$ cat config.mk
export PLATFORM = sky130hd
export DESIGN_NAME = tx_readback_mon
export DESIGN_NICKNAME = d
export VERILOG_FILES = /design/src/rtl/txbe_pkg.sv /design/src/rtl/txbe_slot_mask.sv /design/src/rtl/txbe_sticky_flag.sv /design/src/rtl/txbe_abort_ctl.sv /design/src/rtl/tx_readback_mon.sv
export SDC_FILE = /design/constraint.sdc
export NUM_CORES = 1
export LEC_CHECK = 0
export ABC_CLOCK_PERIOD_IN_PS = 2250
export CORE_AREA = 2 2 39 41
export DETAILED_ROUTE_END_ITERATION = 10
export DIE_AREA = 0 0 41 43
export PLACE_DENSITY_LB_ADDON = 0.08
export SYNTH_ARGS = -nofsm -noshare
export SYNTH_HDL_FRONTEND = slang
export SYNTH_SLANG_ARGS = --single-unit
$ cat constraint.sdc
create_clock -name clk_i -period 2.25 [get_ports clk_i]
set_input_delay 0.45 -clock clk_i [delete_from_list [all_inputs] [get_ports clk_i]]
set_output_delay 0.45 -clock clk_i [all_outputs]
set_load 0.01 [all_outputs]
$ cat src/rtl/txbe_pkg.sv
package txbe_pkg;
  typedef enum logic [1:0] {
    SLOT_START = 2'd0,
    SLOT_DATA  = 2'd1,
    SLOT_STOP  = 2'd2,
    SLOT_NONE  = 2'd3
  } slot_e;

  function automatic slot_e slot_of(int unsigned pos, int unsigned nbits);
    if (pos == 0)              return SLOT_START;
    else if (pos <= nbits)     return SLOT_DATA;
    else if (pos == nbits + 1) return SLOT_STOP;
    else                       return SLOT_NONE;
  endfunction
endpackage

$ cat src/rtl/txbe_slot_mask.sv
module txbe_slot_mask
  import txbe_pkg::*;
#(
  parameter int DATA_BITS = 8,
  parameter int POS_W     = 4
) (
  input  logic             hdr_i,
  input  logic [POS_W-1:0] pos_i,
  output logic             cmp_en_o,
  output logic             stop_o
);
  localparam int NPOS = 1 << POS_W;

  logic [NPOS-1:0] hdr_en, rsp_en, stop_v;

  for (genvar p = 0; p < NPOS; p++) begin : g_pos
    localparam slot_e SL = slot_of(p, DATA_BITS);
    assign rsp_en[p] = (SL != SLOT_NONE);
    assign hdr_en[p] = (SL == SLOT_START) || (SL == SLOT_STOP);
    assign stop_v[p] = (SL == SLOT_STOP);
  end

  assign cmp_en_o = hdr_i ? hdr_en[pos_i] : rsp_en[pos_i];
  assign stop_o   = stop_v[pos_i];

  // header data slots are never compared
  always_comb begin
    if (hdr_i && pos_i > POS_W'(0) && pos_i <= POS_W'(DATA_BITS))
      p_hdr_data_masked_r1: assert (!cmp_en_o);
  end
endmodule

$ cat src/rtl/txbe_sticky_flag.sv
module txbe_sticky_flag (
  input  logic clk_i,
  input  logic rst_ni,
  input  logic set_i,
  input  logic clr_i,
  output logic flag_o
);
  always_ff @(posedge clk_i or negedge rst_ni) begin
    if (!rst_ni)     flag_o <= 1'b0;
    else if (set_i)  flag_o <= 1'b1;
    else if (clr_i)  flag_o <= 1'b0;
  end

  p_rise_needs_set_r4: assert property (@(posedge clk_i) disable iff (!rst_ni)
    $rose(flag_o) |-> $past(set_i));
  p_hold_r4: assert property (@(posedge clk_i) disable iff (!rst_ni)
    flag_o && !clr_i |=> flag_o);
endmodule

$ cat src/rtl/txbe_abort_ctl.sv
module txbe_abort_ctl (
  input  logic clk_i,
  input  logic rst_ni,
  input  logic err_i,
  input  logic ignore_i,
  input  logic frame_start_i,
  output logic abort_o,
  output logic fault_o
);
  logic fault_q, abort_now;

  assign abort_now = err_i & ~ignore_i & ~fault_q;
  assign fault_o   = fault_q | abort_now;

  always_ff @(posedge clk_i or negedge rst_ni) begin
    if (!rst_ni) begin
      fault_q <= 1'b0;
      abort_o <= 1'b0;
    end else begin
      abort_o <= abort_now;
      if (abort_now)          fault_q <= 1'b1;
      else if (frame_start_i) fault_q <= 1'b0;
    end
  end

  p_abort_single_r7: assert property (@(posedge clk_i) disable iff (!rst_ni)
    abort_o |=> !abort_o);
  p_abort_not_ignored_r9: assert property (@(posedge clk_i) disable iff (!rst_ni)
    abort_o |-> $past(!ignore_i));
endmodule

$ cat src/rtl/tx_readback_mon.sv
module tx_readback_mon #(
  parameter  int DATA_BITS = 8,
  localparam int POS_W     = $clog2(DATA_BITS + 2)
) (
  input  logic             clk_i,
  input  logic             rst_ni,
  input  logic             tx_active_i,
  input  logic             sample_i,
  input  logic             hdr_phase_i,
  input  logic [POS_W-1:0] bit_pos_i,
  input  logic             tx_bit_i,
  input  logic             rx_bit_i,
  input  logic             ignore_err_i,
  input  logic             frame_start_i,
  input  logic             hdr_done_req_i,
  input  logic             rsp_done_req_i,
  input  logic             clr_bit_err_i,
  input  logic             clr_frm_err_i,
  output logic             bit_err_o,
  output logic             frm_err_o,
  output logic             abort_o,
  output logic [1:0]       cmd_clr_o,
  output logic             hdr_done_o,
  output logic             rsp_done_o
);
  logic cmp_en, is_stop, mismatch, fault;

  txbe_slot_mask #(.DATA_BITS(DATA_BITS), .POS_W(POS_W)) i_mask (
    .hdr_i    (hdr_phase_i),
    .pos_i    (bit_pos_i),
    .cmp_en_o (cmp_en),
    .stop_o   (is_stop)
  );

  assign mismatch = sample_i & tx_active_i & cmp_en & (tx_bit_i ^ rx_bit_i);

  txbe_sticky_flag i_bit_flag (
    .clk_i  (clk_i),
    .rst_ni (rst_ni),
    .set_i  (mismatch),
    .clr_i  (clr_bit_err_i),
    .flag_o (bit_err_o)
  );

  // clearing the bit error also clears its subset
  txbe_sticky_flag i_frm_flag (
    .clk_i  (clk_i),
    .rst_ni (rst_ni),
    .set_i  (mismatch & is_stop),
    .clr_i  (clr_frm_err_i | clr_bit_err_i),
    .flag_o (frm_err_o)
  );

  txbe_abort_ctl i_abort (
    .clk_i         (clk_i),
    .rst_ni        (rst_ni),
    .err_i         (mismatch),
    .ignore_i      (ignore_err_i),
    .frame_start_i (frame_start_i),
    .abort_o       (abort_o),
    .fault_o       (fault)
  );

  assign cmd_clr_o  = {2{abort_o}};
  assign hdr_done_o = hdr_done_req_i & ~fault;
  assign rsp_done_o = rsp_done_req_i & ~fault;

  p_frm_subset_r5: assert property (@(posedge clk_i) disable iff (!rst_ni)
    frm_err_o |-> bit_err_o);
  p_done_gated_r8: assert property (@(posedge clk_i) disable iff (!rst_ni)
    abort_o |-> !hdr_done_o && !rsp_done_o);
  p_idle_no_flag_r3: assert property (@(posedge clk_i) disable iff (!rst_ni)
    !bit_err_o && !tx_active_i |=> !bit_err_o);
endmodule

# Word-level counts from Yosys, hierarchy flattened
# Memories as Yosys holds them, arrays and structs flattened.
# Cells that the tools add are included.
[totals] regBits=4 latch_bits=0 ramBits=0 romBits=48 in_bits=17 elab_cells=35 n_memories=3
[op_classes] add_sub_neg=0 mul=0 n_div=0 order_cmp=1 n_eq_ne=0 n_shift=0 muxes=10 bitwise=14 reduce_logical=3
[mem_list] memory="(no name shown)" words=16 word_bits=1 read_ports=1 rd_clocked_by_memory_dff=0 wr=0 line_no="txbe_slot_mask.sv:23" source="assign cmp_en_o = hdr_i ? hdr_en[pos_i] : rsp_en[pos_i];"
[mem_list] memory="(no name shown)" words=16 word_bits=1 read_ports=1 rd_clocked_by_memory_dff=0 wr=0 line_no="txbe_slot_mask.sv:23"
[mem_list] memory="(no name shown)" words=16 word_bits=1 read_ports=1 rd_clocked_by_memory_dff=0 wr=0 line_no="txbe_slot_mask.sv:24" source="assign stop_o = stop_v[pos_i];"
[op_table] operator="$mux W1" n=10
[op_table] operator="$and A1 B1 Y1" n=8
[op_table] operator="$reduce_bool A2 Y1" n=3
[op_table] operator="$lt A4 B5 Y1 const B" n=1
[op_table] operator="$not A1 Y1" n=3
[op_table] operator="$or A1 B1 Y1" n=2
[op_table] operator="$xor A1 B1 Y1" n=1

# Logic depth before layout (Yosys ltp)
[logic_depth] ltp_word=10 depth_mapped=3

# By module
# Synthesis repeated with hierarchy kept, for this count alone.
[hier_totals] cells_unflattened=27 area_unflattened_um2=257.7
[modules_own_cells] module="txbe_abort_ctl" instances=1 cells_each=6 area_per_inst_um2=83.8 seq_area_each_um2=50.0
[modules_own_cells] module="txbe_sticky_flag" instances=2 cells_each=3 area_per_inst_um2=36.3 seq_area_each_um2=25.0
[modules_own_cells] module="tx_readback_mon" instances=1 cells_each=9 area_per_inst_um2=63.8 seq_area_each_um2=0.0
[modules_own_cells] module="txbe_slot_mask" instances=1 cells_each=6 area_per_inst_um2=37.5 seq_area_each_um2=0.0

# Worst setup path after synthesis
# Ideal clock, no wire load.
[synth_path] kind="input port to output port" from="input rx_bit_i" to="output hdr_done_o" arrival_ns=1.114 path_slack_ns=0.686 stages=3 n_path_buf=0 cell_sequence="xor2_1 -> nand3_2 -> o311a_1"
[synth_via] elab_chain_cells=7
[synth_rtl] element="start, declared" line_no="tx_readback_mon.sv:12" source="input logic rx_bit_i,"
[synth_rtl] element="$xor A1 B1 Y1" line_no="tx_readback_mon.sv:35" source="assign mismatch = sample_i & tx_active_i & cmp_en & (tx_bit_i ^ rx_bit_i);"
[synth_rtl] element="$and A1 B1 Y1" line_no="tx_readback_mon.sv:35"
[synth_rtl] element="$and A1 B1 Y1 (2 in a row)" line_no="txbe_abort_ctl.sv:12" source="assign abort_now = err_i & ~ignore_i & ~fault_q;"
[synth_rtl] element="$or A1 B1 Y1" line_no="txbe_abort_ctl.sv:13" source="assign fault_o = fault_q | abort_now;"
[synth_rtl] element="$not A1 Y1" line_no="tx_readback_mon.sv:65" source="assign hdr_done_o = hdr_done_req_i & ~fault;"
[synth_rtl] element="$and A1 B1 Y1" line_no="tx_readback_mon.sv:65"
[synth_rtl] element="end, declared" line_no="tx_readback_mon.sv:23" source="output logic hdr_done_o,"
# Every way passes these cells.

# Worst setup path in the final report
# Same ends and word-level chain as after synthesis.

==> flow_summary_export.csv <==
group,metric,value,unit
sta,hold_ws,0.417,ns
floorplan,die_h,43,um
cts,numCtsBuffers,3,
layout,drive_above_1_share,23.2,%
floorplan,start_util,18.5,%
detailed_routing,dr.max_layer_used,"met3",
cts,insertion_delay,0.24,ns
detailed_routing,via_per_inst,4.25,
floorplan,die-area,0.00176,sq mm
placement,dp.cells,69,
grt,antenna_found_initial,0,
floorplan,die_width,41,um
detailed_routing,wl_met3,57,um
worst_setup_path,required,1.80,ns
placement,port_buffers,23,
layout,syn_to_final_growth,111,%
sta,hold_viol,0,
sta,fin_skew,0.000726,ns
worst_setup_path,critical_path_class,"input port to primary output",
job,drv_cap,0,
floorplan,core_area,0.00138,sq mm
detailed_routing,drt-pass1-iter-count,3,
floorplan,rows,14,
sta,rsz0062_at_grt,"false",
synthesis,synth-edff-count,0,
detailed_routing,dr_wl_met2,371,um
sta,slew_headroom,82.0,%
grt,grt_remaining_overflow,0,
cts,clkSinkCount,4,
worst_setup_path,reg2regPathDepth,3,
placement,hpwlAfterDp,631,um
placement,gp_congestion,0.675,
grt,grt_pass1_vias,283,
sta,fin_crit,2.11,ns
synthesis,async_flop_share,100,%
pwr,p_per_area,445,mW/mm^2
floorplan,top_level_ports,24,
detailed_routing,drt_iter0_markers,7,
cts,cts_root_buf,"clkbuf_4",
worst_setup_path,r2r_start,"i_abort.fault_q",
pwr,cellLeakagePower,0.224,nW
sta,setup_viol,0,
worst_setup_path,end_kind,"primary output",
worst_setup_path,rrSetupSlack,1.38,ns
synthesis,syn-instance-count,27,
detailed_routing,drc,0,
sta,tightest_slew,0.267,ns
synthesis,ys_ff_latch,4,
cts,postCtsSetupRepairBufs,0,
synthesis,syn_avg_cell_area,9.50,sq um
layout,nets,75,
worst_setup_path,start_kind,"input port",
detailed_routing,post_drt_wl_per_cell,10.6,um
layout,finalNonFillerCells,72,
synthesis,yosysWarnings,0,
worst_setup_path,r2r_end,"i_abort.fault_q",
sta,max_freq,0.473,GHz
pwr,vdd_ir_drop_max,151,uV
outcome,status,"completed",
layout,fill_cells,142,
synthesis,synth_ff_type,"dfrtp_1",
cts,clk_pin_slew_worst_paths,0.04,ns
detailed_routing,ant_nets,0,
sta,finalCritPeriodShare,93.9,%
worst_setup_path,worst-path-max-fanout,3,
grt,grt_pass1_wl,1.21,mm
detailed_routing,routed_wl,764,um
layout,n_antenna_cell,0,
worst_setup_path,crit_start,"rx_bit_i",
detailed_routing,met1_length,335,um
cts,cts.path.max_buffers,2,
synthesis,yosysSeqAreaShare,39.0,%
detailed_routing,vias,306,
grt,track_usage,11.0,%
synthesis,syn_area,256,sq um
sta,slew_viol_final,0,
cts,htreeDepth,1,
synthesis,synth_cell_type_count,17,
synthesis,synthesis.nets,44,
worst_setup_path,arrival,1.66,ns
worst_hold_path,worstHoldPathType,"input port to async pin",
cts,cts_tree,"done",
grt,grt_start_max_net_pins,5,
## cells in the final DEF, fill, tap and decap left out, types with 2 or more instances in the layout
master	n
clkdlybuf4s50_1	20
o32ai_1	2
clkbuf_4	3
buf_4	5
inv_1	2
nand2_1	2
dfrtp_1	4
clkbuf_2	2
nor2_1	3
o311a_1	2
## Yosys cell counts (2+ instances only)
library cell / number / share of area, %
dfrtp_1: 4 / 39
o32ai_1: 2 / 6.8
nor2_1: 3 / 4.4
inv_1: 2 / 2.9
nand2_1: 2 / 2.9
buf_4: 2 / 5.9
o311a_1: 2 / 7.8
## critical path, stage by stage
cell,delay (ns)
clkdlybuf4s50_1,0.47
xor2_1,0.18
nand3_2,0.11
o311a_1,0.33
clkbuf_2,0.13
## per-stage QoR
| step | worst slack, ns | util, % | total power, W | TNS [ns] | area, sq um |
|---|---|---|---|---|---|
| after global placement | -0.212 | 38.2 | 0.000151 | -0.418 | 529 |
| final | 0.138 | 39.1 | 0.000241 | 0 | 541 |
| after floorplan | 0.686 | - | 0.0000998 | 0 | 256 |
| after CTS | 0.0192 | 39.8 | 0.000249 | 0 | 551 |
| after detailed placement | -0.232 | 38.2 | 0.000151 | -0.454 | 529 |
| after global routing | 0.0835 | 39.1 | 0.000258 | 0 | 541 |
## cells by family (layout without fill, tap and decap cells)
family	Yosys count	count (layout)	synth area share [%]
and+or+nand+nor	9	9	18.1
AOI/OAI and AO/OA	8	8	27.3
DFF	4	4	39.0
buffers and inverters	4	33	8.78
xor gates and xnor gates	2	2	6.83
## final cells by class
class	count	area (sq um)	area share, %
inverters	2	7.51	1.39
clock buffers	3	22.5	4.17
multi-input cells	19	134	24.8
flip-flops and latches	4	100	18.5
repair buffers	28	256	47.5
well taps	16	20.0	3.70
## timing repair
action,in CTS,in global routing
pin swaps,2,1
endpoints found under the setup margin,2,2
hold buffers,0,0
resized for setup,5,2
## worst max-delay path by stage
stage | to | cells after the start | slack [ns]
2_1_floorplan | hdr_done_o | 3 | 0.69
3_3_place_gp | rsp_done_o | 5 | -0.21
3_5_place_dp | hdr_done_o | 5 | -0.23
4_1_cts | hdr_done_o | 5 | 0.02
5_1_grt | hdr_done_o | 5 | 0.08
6_report | hdr_done_o | 5 | 0.14
## layer usage
| layer | vias to the layer above | track usage (%) |
|---|---|---|
| li1 | 159 | - |
| met5 | - | 0 |
| met2 | 13 | 14.7 |
| met4 | 0 | 10.0 |
| met3 | 0 | 5.24 |
| met1 | 134 | 11.9 |
## registers in the layout, indices dropped and copies added (netlist names)
register and count:
i_frm_flag.flag_o 1, i_abort.abort_o 1, i_abort.fault_q 1, i_bit_flag.flag_o 1
## power breakdown
group          internal (W)  switching, W  total (W)
registers         0.0000748    0.00000147  0.0000763
clock network     0.0000600     0.0000342  0.0000942
logic             0.0000452     0.0000249  0.0000701
total              0.000180     0.0000605   0.000241
Note: power is estimated with default switching activity, not from simulation.
